**src/rtl/fr_pkg.sv**
```systemverilog
// Shared types and constants for the fast-read responder.
// Assumes an 8-bit opcode and a 24-bit address on the serial bus.
package fr_pkg;

    typedef enum logic [2:0] {
        PH_OPC    = 3'd0,
        PH_ADDR   = 3'd1,
        PH_DUMMY  = 3'd2,
        PH_DATA   = 3'd3,
        PH_IGNORE = 3'd4
    } fr_phase_e;

    localparam logic [7:0] FR_OPCODE   = 8'h0B;
    localparam int         FR_OPC_BITS = 8;
    localparam int         FR_BUS_ABITS = 24;

    // Content of the read-only array at a given index (index taken to 8 bits).
    function automatic logic [7:0] fr_rom_byte(input int unsigned idx);
        logic [7:0] lo;
        lo = idx[7:0];
        return 8'(lo * 8'd37 + 8'd11) ^ (lo >> 2);
    endfunction

endpackage

```
**src/rtl/fr_pin_sync.sv**
```systemverilog
// Brings the chip-select, clock and data pins into the system clock domain.
// Detects serial-clock edges. All three pins use the same number of stages,
// so their relative timing is kept. Assumes the system clock is several times
// faster than the serial clock.
module fr_pin_sync #(
    parameter int STAGES = 2
) (
    input  logic clk,
    input  logic rst_n,
    input  logic cs_n,
    input  logic sck,
    input  logic si,
    output logic sel,
    output logic sck_rise,
    output logic sck_fall,
    output logic si_s
);

    logic [STAGES-1:0] cs_q;
    logic [STAGES-1:0] sck_q;
    logic [STAGES-1:0] si_q;
    logic              sck_d;

    // Shift the pins through the synchronizer chains and keep the last clock level.
    always_ff @(posedge clk) begin
        if (!rst_n) begin
            cs_q  <= '1;
            sck_q <= '0;
            si_q  <= '0;
            sck_d <= 1'b0;
        end else begin
            cs_q  <= {cs_q[STAGES-2:0], cs_n};
            sck_q <= {sck_q[STAGES-2:0], sck};
            si_q  <= {si_q[STAGES-2:0], si};
            sck_d <= sck_q[STAGES-1];
        end
    end

    // Decode selection and clock edges from the synchronized levels.
    always_comb begin
        sel      = ~cs_q[STAGES-1];
        sck_rise = sck_q[STAGES-1] & ~sck_d;
        sck_fall = ~sck_q[STAGES-1] & sck_d;
        si_s     = si_q[STAGES-1];
    end

endmodule

```
**src/rtl/fr_cmd_decoder.sv**
```systemverilog
// Tracks the transaction phase from synchronized rising clock edges. It checks
// the opcode and busy flag, collects the address, and counts dummy clocks.
// Raises load for one cycle when data output may begin. Assumes sel low
// clears the transaction.
module fr_cmd_decoder #(
    parameter int AW      = 8,
    parameter int DUMMY_W = 4
) (
    input  logic                clk,
    input  logic                rst_n,
    input  logic                sel,
    input  logic                sck_rise,
    input  logic                si_s,
    input  logic                busy,
    input  logic [DUMMY_W-1:0]  dummy_cfg,
    output fr_pkg::fr_phase_e   phase,
    output logic                load,
    output logic [AW-1:0]       load_addr
);
    import fr_pkg::*;

    localparam int CNT_W = $clog2(FR_BUS_ABITS);
    localparam logic [CNT_W-1:0]   OPC_LAST  = CNT_W'(FR_OPC_BITS - 1);
    localparam logic [CNT_W-1:0]   ADDR_LAST = CNT_W'(FR_BUS_ABITS - 1);
    localparam logic [CNT_W-1:0]   CNT_ONE   = CNT_W'(1);
    localparam logic [DUMMY_W-1:0] D_ONE     = DUMMY_W'(1);

    logic [CNT_W-1:0]   bit_cnt;
    logic [6:0]         opc_sr;
    logic [AW-1:0]      addr_sr;
    logic [DUMMY_W-1:0] dcnt;

    // Advance the phase state machine on each rising serial-clock edge.
    always_ff @(posedge clk) begin
        if (!rst_n) begin
            phase     <= PH_OPC;
            bit_cnt   <= '0;
            opc_sr    <= '0;
            addr_sr   <= '0;
            dcnt      <= '0;
            load      <= 1'b0;
            load_addr <= '0;
        end else begin
            load <= 1'b0;
            if (!sel) begin
                phase   <= PH_OPC;
                bit_cnt <= '0;
            end else if (sck_rise) begin
                case (phase)
                    PH_OPC: begin
                        opc_sr  <= {opc_sr[5:0], si_s};
                        bit_cnt <= bit_cnt + CNT_ONE;
                        if (bit_cnt == OPC_LAST) begin
                            bit_cnt <= '0;
                            if (({opc_sr, si_s} == FR_OPCODE) && !busy)
                                phase <= PH_ADDR;
                            else
                                phase <= PH_IGNORE;
                        end
                    end
                    PH_ADDR: begin
                        addr_sr <= {addr_sr[AW-2:0], si_s};
                        bit_cnt <= bit_cnt + CNT_ONE;
                        if (bit_cnt == ADDR_LAST) begin
                            bit_cnt   <= '0;
                            load_addr <= {addr_sr[AW-2:0], si_s};
                            if (dummy_cfg == '0) begin
                                phase <= PH_DATA;
                                load  <= 1'b1;
                            end else begin
                                dcnt  <= dummy_cfg;
                                phase <= PH_DUMMY;
                            end
                        end
                    end
                    PH_DUMMY: begin
                        dcnt <= dcnt - D_ONE;
                        if (dcnt == D_ONE) begin
                            phase <= PH_DATA;
                            load  <= 1'b1;
                        end
                    end
                    default: ;
                endcase
            end
        end
    end

endmodule

```
**src/rtl/fr_data_shifter.sv**
```systemverilog
// Holds the read-only array and shifts bytes out MSB first, one bit per
// falling serial-clock edge during the data phase. The read address wraps
// naturally at 2**AW. Assumes load never coincides with a falling edge.
module fr_data_shifter #(
    parameter int AW = 8
) (
    input  logic          clk,
    input  logic          rst_n,
    input  logic          sel,
    input  logic          in_data,
    input  logic          load,
    input  logic [AW-1:0] load_addr,
    input  logic          sck_fall,
    output logic          so,
    output logic          so_oe
);
    import fr_pkg::*;

    localparam int DEPTH = 1 << AW;
    localparam logic [AW-1:0] A_ONE = AW'(1);
    localparam logic [2:0]    LAST_BIT = 3'd7;

    logic [7:0]    mem [DEPTH];
    logic [AW-1:0] rd_addr;
    logic [6:0]    sh;
    logic [2:0]    bits_left;

    for (genvar g = 0; g < DEPTH; g++) begin : g_rom
        assign mem[g] = fr_rom_byte(g);
    end

    // Load the start address, then shift data bits on falling edges.
    always_ff @(posedge clk) begin
        if (!rst_n) begin
            so        <= 1'b0;
            so_oe     <= 1'b0;
            rd_addr   <= '0;
            sh        <= '0;
            bits_left <= '0;
        end else if (!sel) begin
            so_oe     <= 1'b0;
            bits_left <= '0;
        end else if (load) begin
            rd_addr   <= load_addr;
            bits_left <= '0;
        end else if (in_data && sck_fall) begin
            so_oe <= 1'b1;
            if (bits_left == '0) begin
                {so, sh}  <= mem[rd_addr];
                bits_left <= LAST_BIT;
                rd_addr   <= rd_addr + A_ONE;
            end else begin
                so        <= sh[6];
                sh        <= {sh[5:0], 1'b0};
                bits_left <= bits_left - 3'd1;
            end
        end
    end

endmodule

```
**src/rtl/fr_responder.sv**
```systemverilog
// Top of the fast-read responder: pin synchronizer, phase decoder and data
// shifter. Drives so with an output enable for an external tri-state pad.
module fr_responder #(
    parameter int ADDR_BITS   = 8,
    parameter int DUMMY_W     = 4,
    parameter int SYNC_STAGES = 2
) (
    input  logic               clk,
    input  logic               rst_n,
    input  logic               cs_n,
    input  logic               sck,
    input  logic               si,
    input  logic               busy,
    input  logic [DUMMY_W-1:0] dummy_cfg,
    output logic               so,
    output logic               so_oe
);
    import fr_pkg::*;

    logic          sel;
    logic          sck_rise;
    logic          sck_fall;
    logic          si_s;
    fr_phase_e     phase;
    logic          load;
    logic [ADDR_BITS-1:0] load_addr;
    logic          in_data;

    assign in_data = (phase == PH_DATA);

    fr_pin_sync #(.STAGES(SYNC_STAGES)) u_sync (
        .clk      (clk),
        .rst_n    (rst_n),
        .cs_n     (cs_n),
        .sck      (sck),
        .si       (si),
        .sel      (sel),
        .sck_rise (sck_rise),
        .sck_fall (sck_fall),
        .si_s     (si_s)
    );

    fr_cmd_decoder #(.AW(ADDR_BITS), .DUMMY_W(DUMMY_W)) u_dec (
        .clk       (clk),
        .rst_n     (rst_n),
        .sel       (sel),
        .sck_rise  (sck_rise),
        .si_s      (si_s),
        .busy      (busy),
        .dummy_cfg (dummy_cfg),
        .phase     (phase),
        .load      (load),
        .load_addr (load_addr)
    );

    fr_data_shifter #(.AW(ADDR_BITS)) u_shift (
        .clk       (clk),
        .rst_n     (rst_n),
        .sel       (sel),
        .in_data   (in_data),
        .load      (load),
        .load_addr (load_addr),
        .sck_fall  (sck_fall),
        .so        (so),
        .so_oe     (so_oe)
    );

endmodule

```
**config.mk**
```make
export PLATFORM = sky130hd
export DESIGN_NAME = fr_responder
export DESIGN_NICKNAME = d
export VERILOG_FILES = /design/src/rtl/fr_pkg.sv /design/src/rtl/fr_pin_sync.sv /design/src/rtl/fr_cmd_decoder.sv /design/src/rtl/fr_data_shifter.sv /design/src/rtl/fr_responder.sv
export SDC_FILE = /design/constraint.sdc
export NUM_CORES = 1
export LEC_CHECK = 0
export ABC_AREA = 0
export BUFFER_PORTS_ARGS = -buffer_cell sky130_fd_sc_hd__buf_2
export CORE_MARGIN = 2
export CORE_UTILIZATION = 67
export CTS_CLUSTER_DIAMETER = 30
export DETAILED_ROUTE_END_ITERATION = 16
export PLACE_DENSITY = 0.85
export SYNTH_ARGS = -nofsm -noshare
export SYNTH_HDL_FRONTEND = slang
export SYNTH_SLANG_ARGS = --single-unit
```
**constraint.sdc**
```tcl
create_clock -name clk -period 3.55 [get_ports clk]
set_input_delay 0.1775 -clock clk [delete_from_list [all_inputs] [get_ports clk]]
set_output_delay 0.1775 -clock clk [all_outputs]
set_load 0.1 [all_outputs]
```
==> results.tsv <==
metric	value	unit
reg2reg_depth	8	
clock_sinks	62	
setup.worst_path.class	flop to flop	
wl	9.18	mm
core_area	5570	µm²
sequentialPowerShare	0.510	
synth_top_area_frac	0.316	
seq_area_frac_synth	0.316	
skew	0.00900	ns
cp.arrival	3.00	ns
post_cts_buffers	0	
dieHeight	80.6	µm
status	completed	
synth_seq_cells	62	
cp_max_fo	15	
tritoncts	built	
netlist_instances	504	
nNetsFinal	512	
synth_edf_count	0	
setup-tns-final	0	ns
first_iter_violations	343	
synth_adder_area_share	0.0445	
fp-row-count	27	
finalWorstSetupSlack	0.801	ns
rrSetupSlack	0.80	ns
preCtsSetupSlack	0.871	ns
tightest_slew	0.994	ns
grt_max_degree	36	
io_pins	12	
ctsRootBufferMaster	clkbuf_8	
min_path_type	primary input to flop	
fin_hold_ws	0.00664	ns
peakVddDrop	0.304	mV
clock_path_buffers	2	
drive_above_1_share	0.0852	
port_buffers	11	
ys_dominant_reg_cell	dfxtp_1	
hold_end	u_sync.cs_q[0]	
synth_fp_nets	528	
total_leakage_power	1.47	nW
viasPerCell	6.39	
post_cts_resized	0	
drv_slew	0	
diodes	0	
synth-xor-area-share	0.0267	
globalplace.congestion	0.945	
drc_errors	0	
final_common_cell	dfxtp_1	
grtUsageTotal	0.310	
fp.dieW	80.6	µm
final_cell_mix	dfxtp_1, nand2_1, nor2_1, a21oi_1, o21ai_0	
worstHoldPathCells	2	
yosysWarnings	0	
synth_top_cells_by_area	dfxtp_1, mux2i_1, nand2_1	
finalHoldViolations	0	
grt_pass1_wl	15.5	mm
dpl.hpwl	6.31	mm
fmax	364	MHz
endpoint_kind	flop	
firstDrtPassIters	5	
cap_violations	0	
combinationalPowerShare	0.020	
mappedNetlistArea	3930	µm²
yosys-mux-area-fraction	0.0649	
cts_hold_buffers	0	
yosysUniqueCellTypes	66	
intPower	1.08	mW
htreeDepth	3	
rsz0062_at_grt	false	
max_slew_margin	0.337	
power_density	331	nW/µm²
antenna_left	0	
synth_top_cell_by_area	dfxtp_1	
cts_buffers	9	
period_share	0.774	
syn_to_final_growth	5.50	%
async_reset_ff_frac	0	
synth_compound_area_frac	0.227	
synth-simple-area-share	0.266	
postPlaceCellArea	3940	µm²
antenna_found_initial	0	
timing.rr.start	u_shift.rd_addr[0]	
power.switching	0.300	mW
vias	3610	
initial_core_util	0.706	
final_area	4150	µm²
finalPower	1.37	mW
grt_pass1_vias	3327	
hp-start	cs_n	
grt-ovfl-total	0	
dieArea	6500	µm²
r2r-end	u_shift.sh[6]	
clk_pin_slew	0.07	ns
start_kind	flop	
synth_top_family_by_area	simple AND/OR/NAND/NOR gates	
syn_area_per_cell	7.81	µm²
min_period	2.75	ns
clkPwrFrac	0.470	
cp.required	3.80	ns
wl_per_cell	16.3	µm
switching_share	0.218	
setup_viol	0	
clkLatencyLatePin	0.35	ns
## how the worst max path moves through the flow
stage                          endpoint                from  cells past startpoint  slack [ns]
after floorplan           u_shift.sh[6]  u_shift.rd_addr[0]                     10        1.15
after global placement    u_shift.sh[6]  u_shift.rd_addr[0]                      8        0.96
after detailed placement  u_shift.sh[6]  u_shift.rd_addr[0]                      8        0.87
after CTS                 u_shift.sh[6]  u_shift.rd_addr[0]                      8        0.86
after global routing      u_shift.sh[5]  u_shift.rd_addr[0]                      8        0.61
final                     u_shift.sh[6]  u_shift.rd_addr[0]                      8        0.80
## routing by layer
layer / global-route usage / share of wire / vias to the layer above
met1: 0.385 / 0.44 / 1679
met4: 0.129 / 0.025 / 0
met2: 0.522 / 0.48 / 138
li1: - / - / 1769
met5: 0 / 0 / -
met3: 0.0618 / 0.056 / 24
## sequential cells by signal, summed over array words and instances (netlist names), 2 cells and up
name	count
u_dec.load_addr	8
u_shift.rd_addr	8
u_dec.addr_sr	7
u_dec.opc_sr	7
u_shift.sh	7
u_dec.bit_cnt	5
u_dec.dcnt	4
u_dec.phase	3
u_shift.bits_left	3
u_sync.cs_q	2
u_sync.sck_q	2
u_sync.si_q	2
## final cells by class
cell class              instances  area, µm²
clock inverters                 4       53.8
repair buffers                 16       92.6
flip-flops and latches         62       1240
well taps                      72       90.1
fillers                       442       1420
clock buffers                  12        155
inverters                      12       45.0
multi-input cells             387       2470
## logic make-up after synthesis
| family | after synthesis |
|---|---|
| AND/OR/NAND/NOR | 203 |
| AO/OA/AOI/OAI | 134 |
| multiplexers | 24 |
| adder cells (fa/ha/maj) | 14 |
| flip-flops | 62 |
| buffers and inverters | 55 |
| XOR/XNOR | 12 |
## critical path, stage by stage (launching register included)
cell,delay (ns)
dfxtp_1,0.63
inv_1,0.22
ha_1,0.57
nand2_1,0.22
o21a_1,0.16
mux4_2,0.45
a21oi_1,0.17
a31oi_1,0.10
o311a_1,0.12
## synthesized netlist by cell type (8+ instances only)
master    instances
nor2_1           44
a31oi_1          10
dfxtp_1          62
o211ai_1         10
a21oi_1          28
nand2_1          52
buf_1             8
clkbuf_1         29
inv_1            11
nand3_1          18
nor2b_1          21
mux2i_1          21
ha_1             14
nor3_1           14
o21ai_0          28
nand2b_1         12
## stage by stage
step	utilization	instances
after floorplan	-	504
after global placement	0.707	549
after detailed placement	0.707	549
after CTS	0.745	565
after global routing	0.745	565
final	0.745	565
## power groups by stage
stage                     registers (mW)  clock network [mW]  logic (mW)
after floorplan                    0.716                   0      0.0183
after global placement             0.717                   0      0.0266
after detailed placement           0.717                   0      0.0271
after CTS                          0.701               0.652      0.0272
after global routing               0.701               0.681      0.0299
final                              0.701               0.646      0.0273
Power figures use the tool's default switching activity.
